**src/rtl/irq_collector_pkg.sv**
```systemverilog
// Package: shared constants for the interrupt collector.
// Assumes byte offsets on an 8-bit address; the offsets are fixed by software.
package irq_collector_pkg;
    localparam int ADDR_W   = 8;
    localparam int DATA_W   = 32;

    localparam logic [ADDR_W-1:0] OFS_ENABLE = 8'h30;
    localparam logic [ADDR_W-1:0] OFS_MASK   = 8'h34;
    localparam logic [ADDR_W-1:0] OFS_TYPE   = 8'h38;
    localparam logic [ADDR_W-1:0] OFS_POL    = 8'h3C;
    localparam logic [ADDR_W-1:0] OFS_STAT   = 8'h40;
    localparam logic [ADDR_W-1:0] OFS_RAW    = 8'h44;
    localparam logic [ADDR_W-1:0] OFS_DEBSEL = 8'h48;
    localparam logic [ADDR_W-1:0] OFS_ACK    = 8'h4C;
    localparam logic [ADDR_W-1:0] OFS_DEBLEN = 8'h50;
endpackage

```
**src/rtl/irq_line_filter.sv**
```systemverilog
// Module: irq_line_filter
// Two-flop synchroniser followed by an optional debounce stage for one line.
// Assumes deb_len is quasi-static. With deb_sel low the synchronised value
// passes straight through; with it high a change is accepted only after it
// has been held while the counter climbs to deb_len.
module irq_line_filter #(
    parameter int DEB_W = 8
) (
    input  logic             clk,
    input  logic             rst_n,
    input  logic             pin,
    input  logic             deb_sel,
    input  logic [DEB_W-1:0] deb_len,
    output logic             level
);
    logic             meta_q;
    logic             sync_q;
    logic             held_q;
    logic [DEB_W-1:0] run_q;

    // Purpose: bring the asynchronous pin into the clock domain.
    always_ff @(posedge clk) begin
        if (!rst_n) begin
            meta_q <= 1'b0;
            sync_q <= 1'b0;
        end else begin
            meta_q <= pin;
            sync_q <= meta_q;
        end
    end

    // Purpose: count how long the synchronised value has differed from the accepted one.
    always_ff @(posedge clk) begin
        if (!rst_n) begin
            held_q <= 1'b0;
            run_q  <= '0;
        end else if (sync_q == held_q) begin
            run_q  <= '0;
        end else if (run_q == deb_len) begin
            held_q <= sync_q;
            run_q  <= '0;
        end else begin
            run_q  <= run_q + 1'b1;
        end
    end

    // Purpose: pick the filtered or the plain synchronised value.
    always_comb begin
        level = deb_sel ? held_q : sync_q;
    end
endmodule

```
**src/rtl/irq_line_detect.sv**
```systemverilog
// Module: irq_line_detect
// Turns one filtered line into a pending bit, by level or by sticky edge.
// Assumes the polarity bit sets the active sense. The previous active value
// is tracked at all times, so enabling a line does not create a false edge.
module irq_line_detect (
    input  logic clk,
    input  logic rst_n,
    input  logic level,
    input  logic enable,
    input  logic edge_mode,
    input  logic active_high,
    input  logic ack,
    output logic pending
);
    logic active;
    logic prev_q;
    logic sticky_q;
    logic hit;

    // Purpose: normalise the line to an active-high sense.
    always_comb begin
        active = active_high ? level : ~level;
        hit    = active & ~prev_q;
    end

    // Purpose: remember the active value of the previous cycle.
    always_ff @(posedge clk) begin
        if (!rst_n) prev_q <= 1'b0;
        else        prev_q <= active;
    end

    // Purpose: hold an edge until it is acknowledged or the line is disabled.
    always_ff @(posedge clk) begin
        if (!rst_n)       sticky_q <= 1'b0;
        else if (!enable) sticky_q <= 1'b0;
        else if (hit)     sticky_q <= 1'b1;
        else if (ack)     sticky_q <= 1'b0;
    end

    // Purpose: present the pending bit for the selected mode.
    always_comb begin
        pending = enable & (edge_mode ? sticky_q : active);
    end
endmodule

```
**src/rtl/irq_reg_file.sv**
```systemverilog
// Module: irq_reg_file
// Holds the configuration registers, decodes the acknowledge strobe and
// drives the combinational read data. Assumes a single-cycle write strobe.
module irq_reg_file
    import irq_collector_pkg::*;
#(
    parameter int NLINES = 30,
    parameter int DEB_W  = 8
) (
    input  logic              clk,
    input  logic              rst_n,
    input  logic              reg_we,
    input  logic [ADDR_W-1:0] reg_addr,
    input  logic [DATA_W-1:0] reg_wdata,
    input  logic [NLINES-1:0] raw,
    output logic [DATA_W-1:0] reg_rdata,
    output logic [NLINES-1:0] en_q,
    output logic [NLINES-1:0] mask_q,
    output logic [NLINES-1:0] type_q,
    output logic [NLINES-1:0] pol_q,
    output logic [NLINES-1:0] debsel_q,
    output logic [DEB_W-1:0]  deblen_q,
    output logic [NLINES-1:0] ack
);
    logic [NLINES-1:0] wbits;
    logic [NLINES-1:0] masked;
    logic              unused_wdata_hi;

    // Purpose: split the write data into line bits.
    always_comb begin
        wbits           = reg_wdata[NLINES-1:0];
        unused_wdata_hi = ^reg_wdata;
        masked          = raw & ~mask_q;
    end

    // Purpose: store configuration writes.
    always_ff @(posedge clk) begin
        if (!rst_n) begin
            en_q     <= '0;
            mask_q   <= '0;
            type_q   <= '0;
            pol_q    <= '0;
            debsel_q <= '0;
            deblen_q <= '0;
        end else if (reg_we) begin
            case (reg_addr)
                OFS_ENABLE: en_q     <= wbits;
                OFS_MASK:   mask_q   <= wbits;
                OFS_TYPE:   type_q   <= wbits;
                OFS_POL:    pol_q    <= wbits;
                OFS_DEBSEL: debsel_q <= wbits;
                OFS_DEBLEN: deblen_q <= reg_wdata[DEB_W-1:0];
                default: ;
            endcase
        end
    end

    // Purpose: decode write-one-to-clear acknowledge bits.
    always_comb begin
        ack = (reg_we && reg_addr == OFS_ACK) ? wbits : '0;
    end

    // Purpose: return the register addressed by reg_addr.
    always_comb begin
        case (reg_addr)
            OFS_ENABLE: reg_rdata = DATA_W'(en_q);
            OFS_MASK:   reg_rdata = DATA_W'(mask_q);
            OFS_TYPE:   reg_rdata = DATA_W'(type_q);
            OFS_POL:    reg_rdata = DATA_W'(pol_q);
            OFS_STAT:   reg_rdata = DATA_W'(masked);
            OFS_RAW:    reg_rdata = DATA_W'(raw);
            OFS_DEBSEL: reg_rdata = DATA_W'(debsel_q);
            OFS_DEBLEN: reg_rdata = DATA_W'(deblen_q);
            default:    reg_rdata = '0;
        endcase
    end
endmodule

```
**src/rtl/irq_collector.sv**
```systemverilog
// Module: irq_collector
// Top level: per-line filter and detector, register file, OR reduction to a
// single request. Assumes NLINES <= 32 and asynchronous line inputs.
module irq_collector
    import irq_collector_pkg::*;
#(
    parameter int NLINES = 30,
    parameter int DEB_W  = 8
) (
    input  logic              clk,
    input  logic              rst_n,
    input  logic [NLINES-1:0] line_in,
    input  logic              reg_we,
    input  logic [ADDR_W-1:0] reg_addr,
    input  logic [DATA_W-1:0] reg_wdata,
    output logic [DATA_W-1:0] reg_rdata,
    output logic              irq_out
);
    logic [NLINES-1:0] en_q;
    logic [NLINES-1:0] mask_q;
    logic [NLINES-1:0] type_q;
    logic [NLINES-1:0] pol_q;
    logic [NLINES-1:0] debsel_q;
    logic [DEB_W-1:0]  deblen_q;
    logic [NLINES-1:0] ack;
    logic [NLINES-1:0] level;
    logic [NLINES-1:0] raw;

    irq_reg_file #(.NLINES(NLINES), .DEB_W(DEB_W)) regs_i (
        .clk       (clk),
        .rst_n     (rst_n),
        .reg_we    (reg_we),
        .reg_addr  (reg_addr),
        .reg_wdata (reg_wdata),
        .raw       (raw),
        .reg_rdata (reg_rdata),
        .en_q      (en_q),
        .mask_q    (mask_q),
        .type_q    (type_q),
        .pol_q     (pol_q),
        .debsel_q  (debsel_q),
        .deblen_q  (deblen_q),
        .ack       (ack)
    );

    for (genvar i = 0; i < NLINES; i++) begin : g_line
        irq_line_filter #(.DEB_W(DEB_W)) filt_i (
            .clk     (clk),
            .rst_n   (rst_n),
            .pin     (line_in[i]),
            .deb_sel (debsel_q[i]),
            .deb_len (deblen_q),
            .level   (level[i])
        );
        irq_line_detect det_i (
            .clk         (clk),
            .rst_n       (rst_n),
            .level       (level[i]),
            .enable      (en_q[i]),
            .edge_mode   (type_q[i]),
            .active_high (pol_q[i]),
            .ack         (ack[i]),
            .pending     (raw[i])
        );
    end

    // Purpose: collapse every unmasked pending line into the uplink request.
    always_comb begin
        irq_out = |(raw & ~mask_q);
    end
endmodule

```
**config.mk**
```make
export PLATFORM = sky130hd
export DESIGN_NAME = irq_collector
export DESIGN_NICKNAME = d
export VERILOG_FILES = /design/src/rtl/irq_collector_pkg.sv /design/src/rtl/irq_line_filter.sv /design/src/rtl/irq_line_detect.sv /design/src/rtl/irq_reg_file.sv /design/src/rtl/irq_collector.sv
export SDC_FILE = /design/constraint.sdc
export NUM_CORES = 1
export LEC_CHECK = 0
export ABC_AREA = 1
export CAP_MARGIN = 0
export CORE_UTILIZATION = 42
export CTS_CLUSTER_SIZE = 20
export DETAILED_ROUTE_END_ITERATION = 10
export PLACE_DENSITY_LB_ADDON = 0.1
export SYNTH_ARGS = -nofsm -noshare
export SYNTH_HDL_FRONTEND = slang
export SYNTH_SLANG_ARGS = --single-unit
```
**constraint.sdc**
```tcl
create_clock -name clk -period 1.8 [get_ports clk]
set_input_delay 0.27 -clock clk [delete_from_list [all_inputs] [get_ports clk]]
set_output_delay 0.27 -clock clk [all_outputs]
set_load 0.005 [all_outputs]
```
Yosys cells after proc, flatten, opt, wreduce, memory -nomap -nowiden
Cells that the tools add are included.
{"block": "totals", "ff_bits": 548, "in_bits": 73, "output_inout_bits": 33}
{"block": "classes", "n_bitwise": 153, "n_eq_ne": 69, "n_addsub": 30, "n_mux": 152, "reduce_logical": 128}
{"cell": "adder 8 x 1 -> 8 bit, second input constant", "n": 30}
{"cell": "equality test 8 bit", "n": 30}
{"cell": "one-hot mux 30 bit (8 select lines)", "n": 1}
{"cell": "2-to-1 mux 1 bit", "n": 150}
{"cell": "AND reduction 2 bit", "n": 66}
{"cell": "inverter 1 bit", "n": 91}
{"cell": "OR reduction 3 bit", "n": 30}
{"cell": "bitwise AND 1 bit", "n": 60}
{"cell": "nonzero test 2 bit", "n": 30}
{"cell": "equality test 8 x 7 -> 1 bit, second input constant", "n": 5}
{"cell": "equality test 8 x 6 -> 1 bit, second input constant", "n": 4}
{"cell": "bitwise AND 30 bit", "n": 1}
{"cell": "equality test 1 bit", "n": 30}
{"cell": "2-to-1 mux 30 bit", "n": 1}
{"cell": "inverter 30 bit", "n": 1}
{"cell": "OR reduction 30 bit", "n": 1}
{"cell": "logical AND 1 bit", "n": 1}

Longest topological paths before layout
{"block": "depth", "ltp_word": 7, "depth_mapped": 11, "ltp_nobuf": 11}

Modules after synthesis
A second synthesis with hierarchy kept.
{"block": "unflattened", "hier_cells": 4707, "hier_area_um2": 30221.5}
{"module": "irq_line_filter at g_line[0].filt_i ...", "area_each_um2": 589.3, "instances": 24, "seq_area_each_um2": 220.2, "cells_each": 84}
{"module": "irq_reg_file", "area_each_um2": 8754.6, "instances": 1, "seq_area_each_um2": 3163.0, "cells_each": 1501}
{"module": "irq_line_detect", "area_each_um2": 117.6, "instances": 30, "seq_area_each_um2": 40.0, "cells_each": 20}
{"module": "irq_line_filter at g_line[4].filt_i ...", "area_each_um2": 573.0, "instances": 5, "seq_area_each_um2": 220.2, "cells_each": 83}
{"module": "irq_line_filter at g_line[3].filt_i", "area_each_um2": 596.8, "instances": 1, "seq_area_each_um2": 220.2, "cells_each": 87}
{"module": "irq_collector", "area_each_um2": 332.8, "instances": 1, "seq_area_each_um2": 0.0, "cells_each": 88}

Worst setup path after synthesis
Ideal clock, no wire load.
{"block": "synth_path", "kind": "input port to output port", "start": "input reg_addr[1]", "end": "output reg_rdata[26]", "required_ns": 1.530, "t_arrival_ns": 1.224, "cell_stages": 10, "path_buffers": 1, "slack_ns": 0.306, "cell_sequence": "nor2_4 nand2_2 nor2_2 inv_2 nor2_8 inv_2 buf_2 o22ai_1 nor2_1 nand4_1"}
{"block": "synth_via", "elab_chain_len": 2, "word_cells_on_any_way": 9, "classes_between": "eq/ne (8); mux (1)"}
{"item": "start: declaration", "line": "irq_collector.sv:14", "text": "input logic [ADDR_W-1:0] reg_addr,"}
{"item": "equality test 8 x 7 -> 1 bit / equality test 8 x 6 -> 1 bit (equally long branches)", "line": "irq_reg_file.sv:65", "text": "case (reg_addr)"}
{"item": "one-hot mux 30 bit (8 select lines) *", "line": "irq_reg_file.sv:65"}
{"item": "end: declaration", "line": "irq_collector.sv:16", "text": "output logic [DATA_W-1:0] reg_rdata,"}
Mark *: on every way between the ends. The rest lies on a longest branch, timed or not.

Worst setup path in the final report
{"block": "layout_path", "start": "register regs_i.debsel_q[26]", "end": "output irq_out"}
{"block": "layout_via", "elab_chain_len": 7}
{"item": "start: declaration", "line": "irq_reg_file.sv:21", "text": "output logic [NLINES-1:0] debsel_q,"}
{"item": "start signal: assignment", "line": "irq_reg_file.sv:51", "text": "OFS_DEBSEL: debsel_q <= wbits;"}
{"item": "2-to-1 mux 1 bit *", "line": "irq_line_filter.sv:49", "text": "level = deb_sel ? held_q : sync_q;"}
{"item": "inverter 1 bit", "line": "irq_line_detect.sv:22", "text": "active = active_high ? level : ~level;"}
{"item": "2-to-1 mux 1 bit *", "line": "irq_line_detect.sv:22"}
{"item": "2-to-1 mux 1 bit *", "line": "irq_line_detect.sv:42", "text": "pending = enable & (edge_mode ? sticky_q : active);"}
{"item": "bitwise AND 1 bit *", "line": "irq_line_detect.sv:42"}
{"item": "bitwise AND 30 bit *", "line": "irq_collector.sv:69", "text": "irq_out = |(raw & ~mask_q);"}
{"item": "OR reduction 30 bit *", "line": "irq_collector.sv:69"}
{"item": "end: declaration", "line": "irq_collector.sv:17", "text": "output logic irq_out"}
Marks and branches as above.

==> metrics.md <==
| Metric | Value |
|---|---|
| Worst setup startpoint | `regs_i.debsel_q[26]$_SDFFE_PN0P_` |
| Initial core utilization | `between 40% and 50%` |
| Worst Setup End Kind | `output port` |
| Design Area, Final | `35,430 µm²` |
| Slack of the worst reg-to-reg path | `-0.01 ns` |
| Startpoint Class | `flip-flop` |
| Largest family of logic cells by synthesized area | `simple AND/OR/NAND/NOR gates` |
| H-tree depth | `2` |
| Final setup fails | `32` |
| Worst hold path type | `primary input to flip-flop` |
| Adder-Cell Fraction of Synth Area | `roughly 1.4%` |
| Outcome | `finished, violations left` |
| Setup Skew | `roughly 0.022 ns` |
| DR DRC count | `0` |
| Pleak | `roughly 0.016 µW` |
| Synth Cell Area | `about 27,000 µm²` |
| Final non-filler cell total | `between 5,000 and 6,000` |
| Per-cell routed wire length | `between 15 and 20 µm` |
| Synth Area in XOR/XNOR | `under 10%` |
| I/O Buffers | `between 100 and 150` |
| Async set-reset flop share out of synthesis | `0%` |
| Worst-path fanout max | `3` |
| Setup ws final | `-0.5721 ns` |
| Synthesis-to-finish area growth | `33.69%` |
| Vias | `roughly 25,000` |
| PD cells | `between 700 and 800 nW/µm²` |
| Worst Path Required | `1.53 ns` |
| Top FF cell, synth | `dfxtp_1` |
| Failing checks | `setup timing` |
| Die ar. | `between 60,000 and 70,000 µm²` |
| Hold Crit Start | `line_in[23]` |
| Total wire length | `approximately 81 mm` |
| GPL Wtd Cong | `slightly above 0.9` |
| Pin count of the biggest net entering global routing | `74` |
| Hold slack | `~0.15 ns` |
| Layout cells sized above 1 | `roughly a quarter` |
| Vias in the first global route | `about 24,000` |
| Clock Sinks | `roughly 550` |
| Post-DP Area | `just over 30,000 µm²` |
| Worst r2r src | `regs_i.debsel_q[26]$_SDFFE_PN0P_` |
| RSZ-0062 raised after global routing | `yes` |
| Cells after DPL | `a little under 5,000` |
| Core Footprint | `62,050 µm²` |
| Post-synth EDFFs | `0` |
| DIE WIDTH | `about 250 µm` |
| Nets | `about 4,300` |
| R2R Path End | `g_line[26].det_i.sticky_q$_SDFFE_PN0P_` |
| Mux cell area share after synthesis | `0%` |
| Clock root buffer | `clkbuf_16` |
| Period Utilization, post-route | `131.8%` |
| First DRT Iteration DRCs | `approximately 1,300` |
| Antenna violations before repair | `1` |
| Critical Path Sink | `irq_out` |
| Longest Clk Path Bufs | `3` |
| Maximum vdd drop | `about 0.81 mV` |
| Clk slew on worst S/H paths | `0.06 ns` |
| 1st-pass router iterations | `5` |
| Total of max-cap violations | `0` |
| Post-layout util | `between 50% and 60%` |
| Final hold viol count | `0` |
| Number of CTS-inserted buffers | `slightly above 60` |
| Crit Path Class | `flip-flop to output port` |
| Simple-gate portion of the synthesized area | `between 20 and 30%` |
| CP arrival | `2.10 ns` |
| DP Wirelength | `roughly 56 mm` |
| Fmax | `~0.42 GHz` |
| Antenna cells | `0` |
| Synth Register Bits | `between 500 and 600` |
| Mapped Avg Cell Area | `between 7 and 8 µm²` |
| Tot GR Track Use | `about a quarter` |
| Antenna viol nets, final | `0` |
| Sequential share of the synthesized area | `between 40% and 50%` |
| Post-Syn Instances | `approximately 3,700` |
| Ys Warns | `0` |
| Compound-gate portion of the synthesized area | `a little over a tenth` |
| CTS tree | `yes` |
| Overflow after GRT | `0` |
| First-pass GRT wire length | `~130 mm` |
| Max-slew violation count | `0` |
| Cell variety after synth | `approximately 40` |
| Clk_lat worst skew | `about 0.64 ns` |
| Die height | `~250 µm` |
| Num rows | `91` |
| IO Pins | `about 110` |
| Worst Reg-to-Reg Cells | `16` |
| Vias per cell | `4.895` |
| Fin crit period | `around 2.4 ns` |
## flip-flops by register name, indices dropped and copies added (netlist names)
name and cells:
g_line.filt_i.sync_q 30, g_line.filt_i.meta_q 30, g_line.filt_i.run_q 240, regs_i.mask_q 30, g_line.filt_i.held_q 30, regs_i.type_q 30
regs_i.pol_q 30, g_line.det_i.prev_q 30, regs_i.en_q 30, regs_i.debsel_q 30, g_line.det_i.sticky_q 30, regs_i.deblen_q 8
## power breakdown
group | switching [µW] | internal (µW)
clock network | 5300 | 8070
logic | 687 | 544
registers | 97.4 | 12300
## cell usage in the layout (no fill, tap or decap), drive strengths merged, types with 25 or more instances in the layout
cell type	count
ha	30
xor2	209
o21ai	224
dfxtp	548
inv	488
buf	508
nand2	761
clkdlybuf4s50	61
nor2	471
nor3	118
o22ai	25
clkbuf	90
a21oi	295
or2	56
nand3	198
nand4	110
## kinds of logic (layout without fill, tap and decap cells)
family                   Yosys count  count (layout)
other                              1               2
XOR/XNOR                         225             225
buffers and inverters            619            1184
AND/OR/NAND/NOR                 1747            1747
AO/OA/AOI/OAI                    557             557
adder cells (fa/ha/maj)           30              30
flip-flops                       548             548
## metal layers
| layer | track usage [%] | vias to the layer above | part of all wire, % |
|---|---|---|---|
| met4 | 8.554 | 2 | 3.5 |
| met3 | 3.146 | 158 | 4.0 |
| met1 | 31.44 | 11520 | 45 |
| li1 | - | 12950 | - |
| met5 | 0 | - | 0.021 |
| met2 | 43.97 | 478 | 48 |
## repair_timing
item | CTS | global route
setup buffers | 120 | 27
pin swaps | 71 | 83
gates resized for setup | 464 | 232
hold buffers | 1 | 0
endpoints found under the hold margin | 18 | 0
setup endpoints to repair | 31 | 72
cloned | 1 | 1
## cell type report
class                   count  area, µm²
inverters                 488       1856
repair buffers            582       5114
multi-input cells        2561      14120
fillers                  5837      26630
clock inverters            28      424.2
flip-flops and latches    548      11140
well taps                 837       1047
clock buffers              86       1720
## worst min-delay path by stage
stage                                                      to  slack [ns]  cells after the start
final                     g_line[23].filt_i.meta_q$_SDFF_PN0_        0.15                      3
after global routing      g_line[13].filt_i.meta_q$_SDFF_PN0_        0.15                      3
after CTS                 g_line[23].filt_i.meta_q$_SDFF_PN0_        0.12                      3
after global placement    g_line[10].filt_i.sync_q$_SDFF_PN0_        0.39                      2
after detailed placement   g_line[0].filt_i.sync_q$_SDFF_PN0_        0.40                      2
after floorplan            g_line[0].filt_i.meta_q$_SDFF_PN0_        0.37                      2
## critical path: stages (launching register included)
cell     delay, ns
dfxtp_4       0.37
inv_2         0.04
nand2_2       0.06
nand2_2       0.06
nand2_2       0.08
buf_6         0.11
nand3_4       0.08
nand3_4       0.08
nand2_2       0.07
nor2_4        0.13
nand2_2       0.08
nor2_2        0.10
nand2_1       0.07
buf_2         0.13
## per-stage QoR
stage	setup slack [ns]	total power, µW	TNS (ns)
floorplan	0.3063	13120	0
global placement	-0.8914	13740	-72.86
detailed placement	-0.9208	13750	-78.62
CTS	-0.5382	27160	-13.11
global route	-0.6496	27850	-11.19
finish	-0.5721	26950	-8.149
## cell usage after synthesis, types with 42 or more instances
cell | instances | area (µm²)
o21ai_0 | 200 | 1001
xor2_1 | 209 | 1831
nand2_1 | 756 | 2838
nor3_1 | 117 | 585.6
nor2_1 | 459 | 1723
dfxtp_1 | 548 | 10970
a21oi_1 | 295 | 1476
buf_2 | 42 | 210.2
inv_1 | 480 | 1802
or2_2 | 43 | 269.0
nand4_1 | 110 | 688.2
nand3_1 | 169 | 845.8
clkbuf_1 | 56 | 210.2
Power figures use the tool's default switching activity.
